[src/rtl/stx_pkg.sv]
package stx_pkg;
  localparam int IDX_W    = 6;
  localparam int MAG_W    = 7;
  localparam int RES_W    = 3;
  localparam int HOME_IDX = 8;

  typedef logic [IDX_W-1:0] idx_t;
  typedef logic [MAG_W-1:0] mag_t;

  typedef struct packed {
    mag_t mag;
    logic neg;
  } setpt_t;

  // quarter-wave sine, 127 = full scale, a = 0..16
  function automatic mag_t quarter_mag(input logic [4:0] a);
    case (a)
      5'd0:  quarter_mag = 7'd0;
      5'd1:  quarter_mag = 7'd12;
      5'd2:  quarter_mag = 7'd25;
      5'd3:  quarter_mag = 7'd37;
      5'd4:  quarter_mag = 7'd49;
      5'd5:  quarter_mag = 7'd60;
      5'd6:  quarter_mag = 7'd71;
      5'd7:  quarter_mag = 7'd81;
      5'd8:  quarter_mag = 7'd90;
      5'd9:  quarter_mag = 7'd98;
      5'd10: quarter_mag = 7'd106;
      5'd11: quarter_mag = 7'd112;
      5'd12: quarter_mag = 7'd117;
      5'd13: quarter_mag = 7'd122;
      5'd14: quarter_mag = 7'd125;
      5'd15: quarter_mag = 7'd126;
      default: quarter_mag = 7'd127;
    endcase
  endfunction

  // signed sine setpoint at slot k
  function automatic setpt_t sine_at(input idx_t k);
    logic [4:0] q;
    logic [4:0] a;
    setpt_t r;
    q = k[4:0];
    a = (q <= 5'd16) ? q : 5'(6'd32 - {1'b0, q});
    r.mag = quarter_mag(a);
    r.neg = k[5] && (q != 5'd0);
    return r;
  endfunction

  function automatic idx_t step_size(input logic [RES_W-1:0] res);
    case (res)
      3'b000:  step_size = idx_t'(16);
      3'b001:  step_size = idx_t'(8);
      3'b010:  step_size = idx_t'(4);
      3'b011:  step_size = idx_t'(2);
      default: step_size = idx_t'(1);
    endcase
  endfunction
endpackage

[src/rtl/stx_sync.sv]
module stx_sync #(
  parameter int W      = 1,
  parameter int STAGES = 2
) (
  input  logic         clk,
  input  logic         rst,
  input  logic [W-1:0] d,
  output logic [W-1:0] q
);
  logic [W-1:0] stg [STAGES];

  genvar i;
  generate
    for (i = 0; i < STAGES; i++) begin : g_stage
      always_ff @(posedge clk) begin
        if (rst) stg[i] <= '0;
        else if (i == 0) stg[i] <= d;
        else stg[i] <= stg[(i == 0) ? 0 : i-1];
      end
    end
  endgenerate

  assign q = stg[STAGES-1];
endmodule

[src/rtl/stx_index.sv]
module stx_index
  import stx_pkg::*;
(
  input  logic             clk,
  input  logic             clr,
  input  logic             rise,
  input  logic             dir,
  input  logic [RES_W-1:0] res,
  input  logic             force_in,
  output idx_t             idx,
  output logic             pulse,
  output logic             full_cap,
  output logic             force_cap
);
  idx_t inc;
  assign inc = step_size(res);

  always_ff @(posedge clk) begin
    if (clr) begin
      idx       <= idx_t'(HOME_IDX);
      pulse     <= 1'b0;
      full_cap  <= 1'b0;
      force_cap <= 1'b0;
    end else begin
      pulse <= rise;
      if (rise) begin
        idx       <= dir ? idx + inc : idx - inc;
        full_cap  <= (res == 3'b000);
        force_cap <= force_in;
      end
    end
  end

  AST_IDX_HOLD: assert property (@(posedge clk) disable iff (clr)
    !rise |=> $stable(idx)) else $error("idx moved without step");

  AST_IDX_POW2: assert property (@(posedge clk) disable iff (clr)
    rise |=> ($onehot(6'(idx - $past(idx))) || $onehot(6'($past(idx) - idx))))
    else $error("step not a power of two");
endmodule

[src/rtl/stx_wave.sv]
module stx_wave
  import stx_pkg::*;
(
  input  logic       clk,
  input  logic       clr,
  input  idx_t       idx,
  output mag_t [1:0] mag_new,
  output mag_t [1:0] mag_q,
  output logic [1:0] neg_q
);
  genvar g;
  generate
    for (g = 0; g < 2; g++) begin : g_ph
      // winding 0 leads by a quarter cycle (cosine)
      localparam int OFS = (g == 0) ? 16 : 0;
      setpt_t nxt;
      setpt_t home;
      assign nxt     = sine_at(idx + idx_t'(OFS));
      assign home    = sine_at(idx_t'(HOME_IDX + OFS));
      assign mag_new[g] = nxt.mag;

      always_ff @(posedge clk) begin
        if (clr) begin
          mag_q[g] <= home.mag;
          neg_q[g] <= home.neg;
        end else begin
          mag_q[g] <= nxt.mag;
          neg_q[g] <= nxt.neg;
        end
      end

      AST_ZERO_POSITIVE: assert property (@(posedge clk) disable iff (clr)
        neg_q[g] |-> (mag_q[g] != '0)) else $error("negative zero");
    end
  endgenerate

  AST_ONE_STRONG: assert property (@(posedge clk) disable iff (clr)
    (mag_q[0] >= 7'd90) || (mag_q[1] >= 7'd90)) else $error("both weak");
endmodule

[src/rtl/stx_decay.sv]
module stx_decay
  import stx_pkg::*;
(
  input  logic       clk,
  input  logic       clr,
  input  logic       pulse,
  input  logic       full,
  input  logic       force_mix,
  input  mag_t [1:0] mag_new,
  input  mag_t [1:0] mag_old,
  output logic [1:0] mixed
);
  genvar g;
  generate
    for (g = 0; g < 2; g++) begin : g_br
      always_ff @(posedge clk) begin
        if (clr) mixed[g] <= 1'b1;
        else if (pulse) begin
          if (force_mix) mixed[g] <= 1'b1;
          else if (full) mixed[g] <= 1'b0;
          else mixed[g] <= (mag_new[g] < mag_old[g]);
        end
      end
    end
  endgenerate

  AST_FORCE_MIX: assert property (@(posedge clk) disable iff (clr)
    (pulse && force_mix) |=> (mixed == 2'b11)) else $error("force ignored");

  AST_FULL_SLOW: assert property (@(posedge clk) disable iff (clr)
    (pulse && full && !force_mix) |=> (mixed == 2'b00)) else $error("full not slow");

  AST_DECAY_HOLD: assert property (@(posedge clk) disable iff (clr)
    !pulse |=> $stable(mixed)) else $error("decay moved");
endmodule

[src/rtl/step_indexer.sv]
module step_indexer
  import stx_pkg::*;
#(
  parameter int SYNC_STAGES = 2
) (
  input  logic             clk,
  input  logic             rst,
  input  logic             home_n,
  input  logic             step_in,
  input  logic             dir_in,
  input  logic [RES_W-1:0] res_sel,
  input  logic             force_mixed,
  output logic [MAG_W-1:0] ph1_mag,
  output logic             ph1_neg,
  output logic [MAG_W-1:0] ph2_mag,
  output logic             ph2_neg,
  output logic             ph1_mixed,
  output logic             ph2_mixed
);
  localparam int BW = RES_W + 3;

  logic [BW-1:0]    raw, syn;
  logic             s_step, s_dir, s_force, step_d, rise, clr;
  logic [RES_W-1:0] s_res;
  idx_t             idx;
  logic             pulse, full_cap, force_cap;
  mag_t [1:0]       mag_new, mag_q;
  logic [1:0]       neg_q, mixed;

  assign raw = {force_mixed, res_sel, dir_in, step_in};

  stx_sync #(.W(BW), .STAGES(SYNC_STAGES)) u_sync (
    .clk(clk), .rst(rst), .d(raw), .q(syn)
  );

  assign {s_force, s_res, s_dir, s_step} = syn;

  always_ff @(posedge clk) begin
    if (rst) step_d <= 1'b0;
    else     step_d <= s_step;
  end

  assign rise = s_step & ~step_d;
  assign clr  = rst | ~home_n;

  stx_index u_index (
    .clk(clk), .clr(clr), .rise(rise), .dir(s_dir), .res(s_res),
    .force_in(s_force), .idx(idx), .pulse(pulse),
    .full_cap(full_cap), .force_cap(force_cap)
  );

  stx_wave u_wave (
    .clk(clk), .clr(clr), .idx(idx),
    .mag_new(mag_new), .mag_q(mag_q), .neg_q(neg_q)
  );

  stx_decay u_decay (
    .clk(clk), .clr(clr), .pulse(pulse), .full(full_cap),
    .force_mix(force_cap), .mag_new(mag_new), .mag_old(mag_q),
    .mixed(mixed)
  );

  assign ph1_mag   = mag_q[0];
  assign ph1_neg   = neg_q[0];
  assign ph2_mag   = mag_q[1];
  assign ph2_neg   = neg_q[1];
  assign ph1_mixed = mixed[0];
  assign ph2_mixed = mixed[1];

  AST_HOME_HOLD: assert property (@(posedge clk) disable iff (rst)
    !home_n |=> (ph1_mag == 7'd90 && ph2_mag == 7'd90 && !ph1_neg && !ph2_neg
                 && ph1_mixed && ph2_mixed)) else $error("home not held");
endmodule

[config.mk]
export PLATFORM = sky130hd
export DESIGN_NAME = step_indexer
export DESIGN_NICKNAME = d
export VERILOG_FILES = /design/src/rtl/stx_pkg.sv /design/src/rtl/stx_sync.sv /design/src/rtl/stx_index.sv /design/src/rtl/stx_wave.sv /design/src/rtl/stx_decay.sv /design/src/rtl/step_indexer.sv
export SDC_FILE = /design/constraint.sdc
export NUM_CORES = 1
export LEC_CHECK = 0
export ABC_CLOCK_PERIOD_IN_PS = 7750
export BUFFER_PORTS_ARGS = -buffer_cell sky130_fd_sc_hd__buf_4
export CAP_MARGIN = 20
export CORE_MARGIN = 4
export CORE_UTILIZATION = 63
export CTS_BUF_LIST = sky130_fd_sc_hd__clkbuf_16
export CTS_CLUSTER_SIZE = 12
export DETAILED_ROUTE_END_ITERATION = 8
export GPL_TIMING_DRIVEN = 0
export PLACE_DENSITY = 0.85
export SLEW_MARGIN = 40
export SYNTH_ARGS = -nofsm -noshare
export SYNTH_HDL_FRONTEND = slang
export SYNTH_SLANG_ARGS = --single-unit
[constraint.sdc]
create_clock -name clk -period 7.75 [get_ports clk]
set_input_delay 0.775 -clock clk [delete_from_list [all_inputs] [get_ports clk]]
set_output_delay 0.775 -clock clk [all_outputs]
set_load 0.03 [all_outputs]
==> reports/metrics.cfg <==
[power]
power_frac_seq_pct = 42.1
internal_power_of_the_cells_w = 0.000389
ir_worst_vdd_v = 0.000156
p_sw_share_pct = 23.8
clock_power_share_pct = 46.7
power_w = 0.000510
share_comb_of_total_power_pct = 11.2
net_switching_component_of_the_power_w = 0.000121
power.density_cell_area_mw_per_mm2 = 170
total_leakage_power_nw = 1.38

[synthesis]
number_of_flops_mapped_to_enable_cells_by_yosys = 0
synth.cells.most_frequent = sky130_fd_sc_hd__dfxtp_1, sky130_fd_sc_hd__ha_1, sky130_fd_sc_hd__nand2_1
synth.lib_cells_used.distinct = 56
synth_cells = 304
share_of_the_yosys_chip_area_belonging_to_registers_pct = 31.1
synth.area.top_cells = sky130_fd_sc_hd__dfxtp_1, sky130_fd_sc_hd__ha_1, sky130_fd_sc_hd__nor2b_1, sky130_fd_sc_hd__nand2_1, sky130_fd_sc_hd__a21oi_1
synth-seq-cells = 40
synth.top_cell.area_share_pct = 31.1
synth-async-reset-ratio_pct = 0
count_leader_synth = sky130_fd_sc_hd__dfxtp_1
synthDominantAreaCellType = sky130_fd_sc_hd__dfxtp_1
syn_area_mm2 = 0.00258
synth_top_flop_cell = sky130_fd_sc_hd__dfxtp_1
postSynthNetCount = 344
yosys_warnings = 0
avg_cell_area_syn_um2 = 8.47

[final_layout]
diodes = 0
layout.filler_cells = 279
synthToLayoutAreaGrowth_pct = 16.6
post-route-cell-area_mm2 = 0.00300
finish.net_count = 377
layoutNonFillerInstCount = 386
final_layout_size_suffix_gt1_share_pct = 15.4

[floorplanning]
design.die.area_mm2 = 0.00518
vertical_die_dimension_um = 71.9
overall_die_width_um = 71.9
initial_core_util_pct = 67.8
floorplan.io_pins = 27
core_area_mm2 = 0.00380
floorplan.rows = 22

[worst_setup_path]
crit_path_start_kind = flop
crit_type = reg2reg
critical_path_arrival_ns = 4.75
worst-endpoint-required_ns = 7.97
worst_setup_path_end_kind = flop
timing.critical_path.fanout_max = 13
reg2regPathDepth = 15

[cts]
cts.path.max_buffers = 2
tritoncts = done
cts_made_buffers = 5
post_cts_resized = 0
clk_pin_slew_worst_paths_ns = 0.06
clock_latency_ns = 0.29
clkSinkCount = 40
post-cts-setup-buffer-count = 0
cts-root-buf = sky130_fd_sc_hd__clkbuf_16
cts-htree-levels = 2
ctsHoldBuffers = 0

[sta]
finalHoldViolations = 0
setup-tns-final_ns = 0
setup_viol = 0
timing.final.max_slew_violations = 0
maxSlewHeadroom_pct = 57.8
clock-skew-final_ns = 0.00644
grt_setup_unrepaired = false
postLayoutSetupSlackWorst_ns = 3.22
max_clk_rate_ghz = 0.221
final.min_clock_period_ns = 4.53
transition_at_the_pin_with_the_smallest_max_transition_slack_ns = 0.632
final.period_utilization_pct = 58.4

[place]
portBuffers = 26
dpl_cell_area_mm2 = 0.00283
routabilityCongestion = 0.871
dp_hpwl_um = 4270
place_worst_setup_slack_ns = 3.35
dp_cells = 378

[drt]
routed-via-count = 2252
drtAntennaViolNets = 0
drt_first_pass_iters = 4
post_drt_wl_per_cell_um = 14.8
drt_first_iter_violations = 124
drc = 0
viasPerCell = 5.83
drt_wl_total_um = 5720

[hold_path]
hold_path_depth = 1
holdCritPathClass = reg2reg

[global_route]
grt_first_pass_wirelength_um = 9780
total_congestion_overflow_after_global_routing = 0
maximum_number_of_pins_on_one_net_before_global_route_repair = 15
vias_in_the_first_global_route = 2154
globalRouteTotalUtil_pct = 23.7
grt_antenna_before_repair = 0

[status]
run_status = finished, final reports clean

[flow_run]
max_cap_viol_count = 0

==> cells in the final DEF, fill, tap and decap left out, drive strengths merged, types with 2 or more instances in the layout <==
cell,n
a211oi,5
a21bo,2
a21o,5
a21oi,21
a31oi,2
and2,4
and3,2
and3b,2
buf,33
clkbuf,11
dfxtp,40
ha,30
inv,22
mux2i,6
nand2,30
nand2b,9
nand3,7
nand4,5
nor2,14
nor2b,20
nor3,4
nor3b,2
o211ai,4
o21a,2
o21ai,15
o21bai,2
o221a,2
o22ai,2
o31ai,2
or3,3
or4,4
xnor2,6
xor2,3
==> power groups by stage <==
stage	sequential, W	clock [W]	combinational [W]
final	0.000214	0.000238	0.0000573
after global routing	0.000215	0.000252	0.0000643
after CTS	0.000214	0.000242	0.0000571
after detailed placement	0.000219	0	0.0000565
after global placement	0.000219	0	0.0000549
after floorplan	0.000222	0	0.0000376
==> through the flow <==
stage | hold slack (ns) | utilization (%)
final | 0.435 | 79.1
after global routing | 0.446 | 79.1
after CTS | 0.441 | 79.1
after detailed placement | 0.428 | 74.5
after global placement | 0.415 | 74.5
after floorplan | 0.414 | -
==> registers in the layout (all words and copies together) (netlist names) <==
register / count
step_d: 1
u_wave.neg_q: 2
u_index.idx: 6
u_index.pulse: 1
u_index.force_cap: 1
u_sync.stg: 12
u_decay.mixed: 2
u_wave.mag_q: 14
u_index.full_cap: 1
==> critical path, stage by stage, from the launching register on <==
cell,delay [ns]
sky130_fd_sc_hd__dfxtp_1,0.60
sky130_fd_sc_hd__buf_2,0.32
sky130_fd_sc_hd__inv_1,0.23
sky130_fd_sc_hd__ha_1,0.36
sky130_fd_sc_hd__nand2_1,0.12
sky130_fd_sc_hd__ha_1,0.25
sky130_fd_sc_hd__mux2i_1,0.51
sky130_fd_sc_hd__inv_1,0.27
sky130_fd_sc_hd__ha_1,0.33
sky130_fd_sc_hd__or4_1,0.56
sky130_fd_sc_hd__o211ai_2,0.09
sky130_fd_sc_hd__nand2_1,0.07
sky130_fd_sc_hd__ha_1,0.30
sky130_fd_sc_hd__a21oi_1,0.18
sky130_fd_sc_hd__o211ai_1,0.11
sky130_fd_sc_hd__a31oi_1,0.16
==> cell type report <==
cell class,instances,area (um^2),share of cell area (%)
buffer,13,60.1,2.00
clock buffer,5,125,4.17
clock inverter,3,46.3,1.54
inverter,21,78.8,2.62
multi-input combinational,230,1640,54.5
sequential,40,801,26.7
tap,48,60.1,2.00
timing repair buffer,26,195,6.50
==> worst paths after layout <==
| kind | slack [ns] | to | start |
|---|---|---|---|
| setup / recovery | 3.22 | u_decay.mixed[1] | u_index.idx[0] |
| hold / removal | 0.44 | u_sync.stg[1][5] | u_sync.stg[0][5] |
| setup reg to reg | 3.22 | u_decay.mixed[1] | u_index.idx[0] |
| hold reg to reg | 0.44 | u_sync.stg[1][5] | u_sync.stg[0][5] |
==> cell families after synthesis <==
kind of cell	share of synthesized area [%]
adders and majority gates	15.3
buffers and inverters	5.39
and+or+nand+nor	23.3
DFF	31.1
AOI/OAI and AO/OA	19.1
muxes	2.77
xor gates and xnor gates	3.06
==> routing by layer <==
metal	share of wire (%)	GRT usage (%)	routed length [um]
met5	0	0	0
met2	49	41.4	2800
met4	1.4	6.68	80
met1	44	28.9	2540
met3	5.2	5.68	298
No activity file was read; power rests on OpenSTA's default activity.
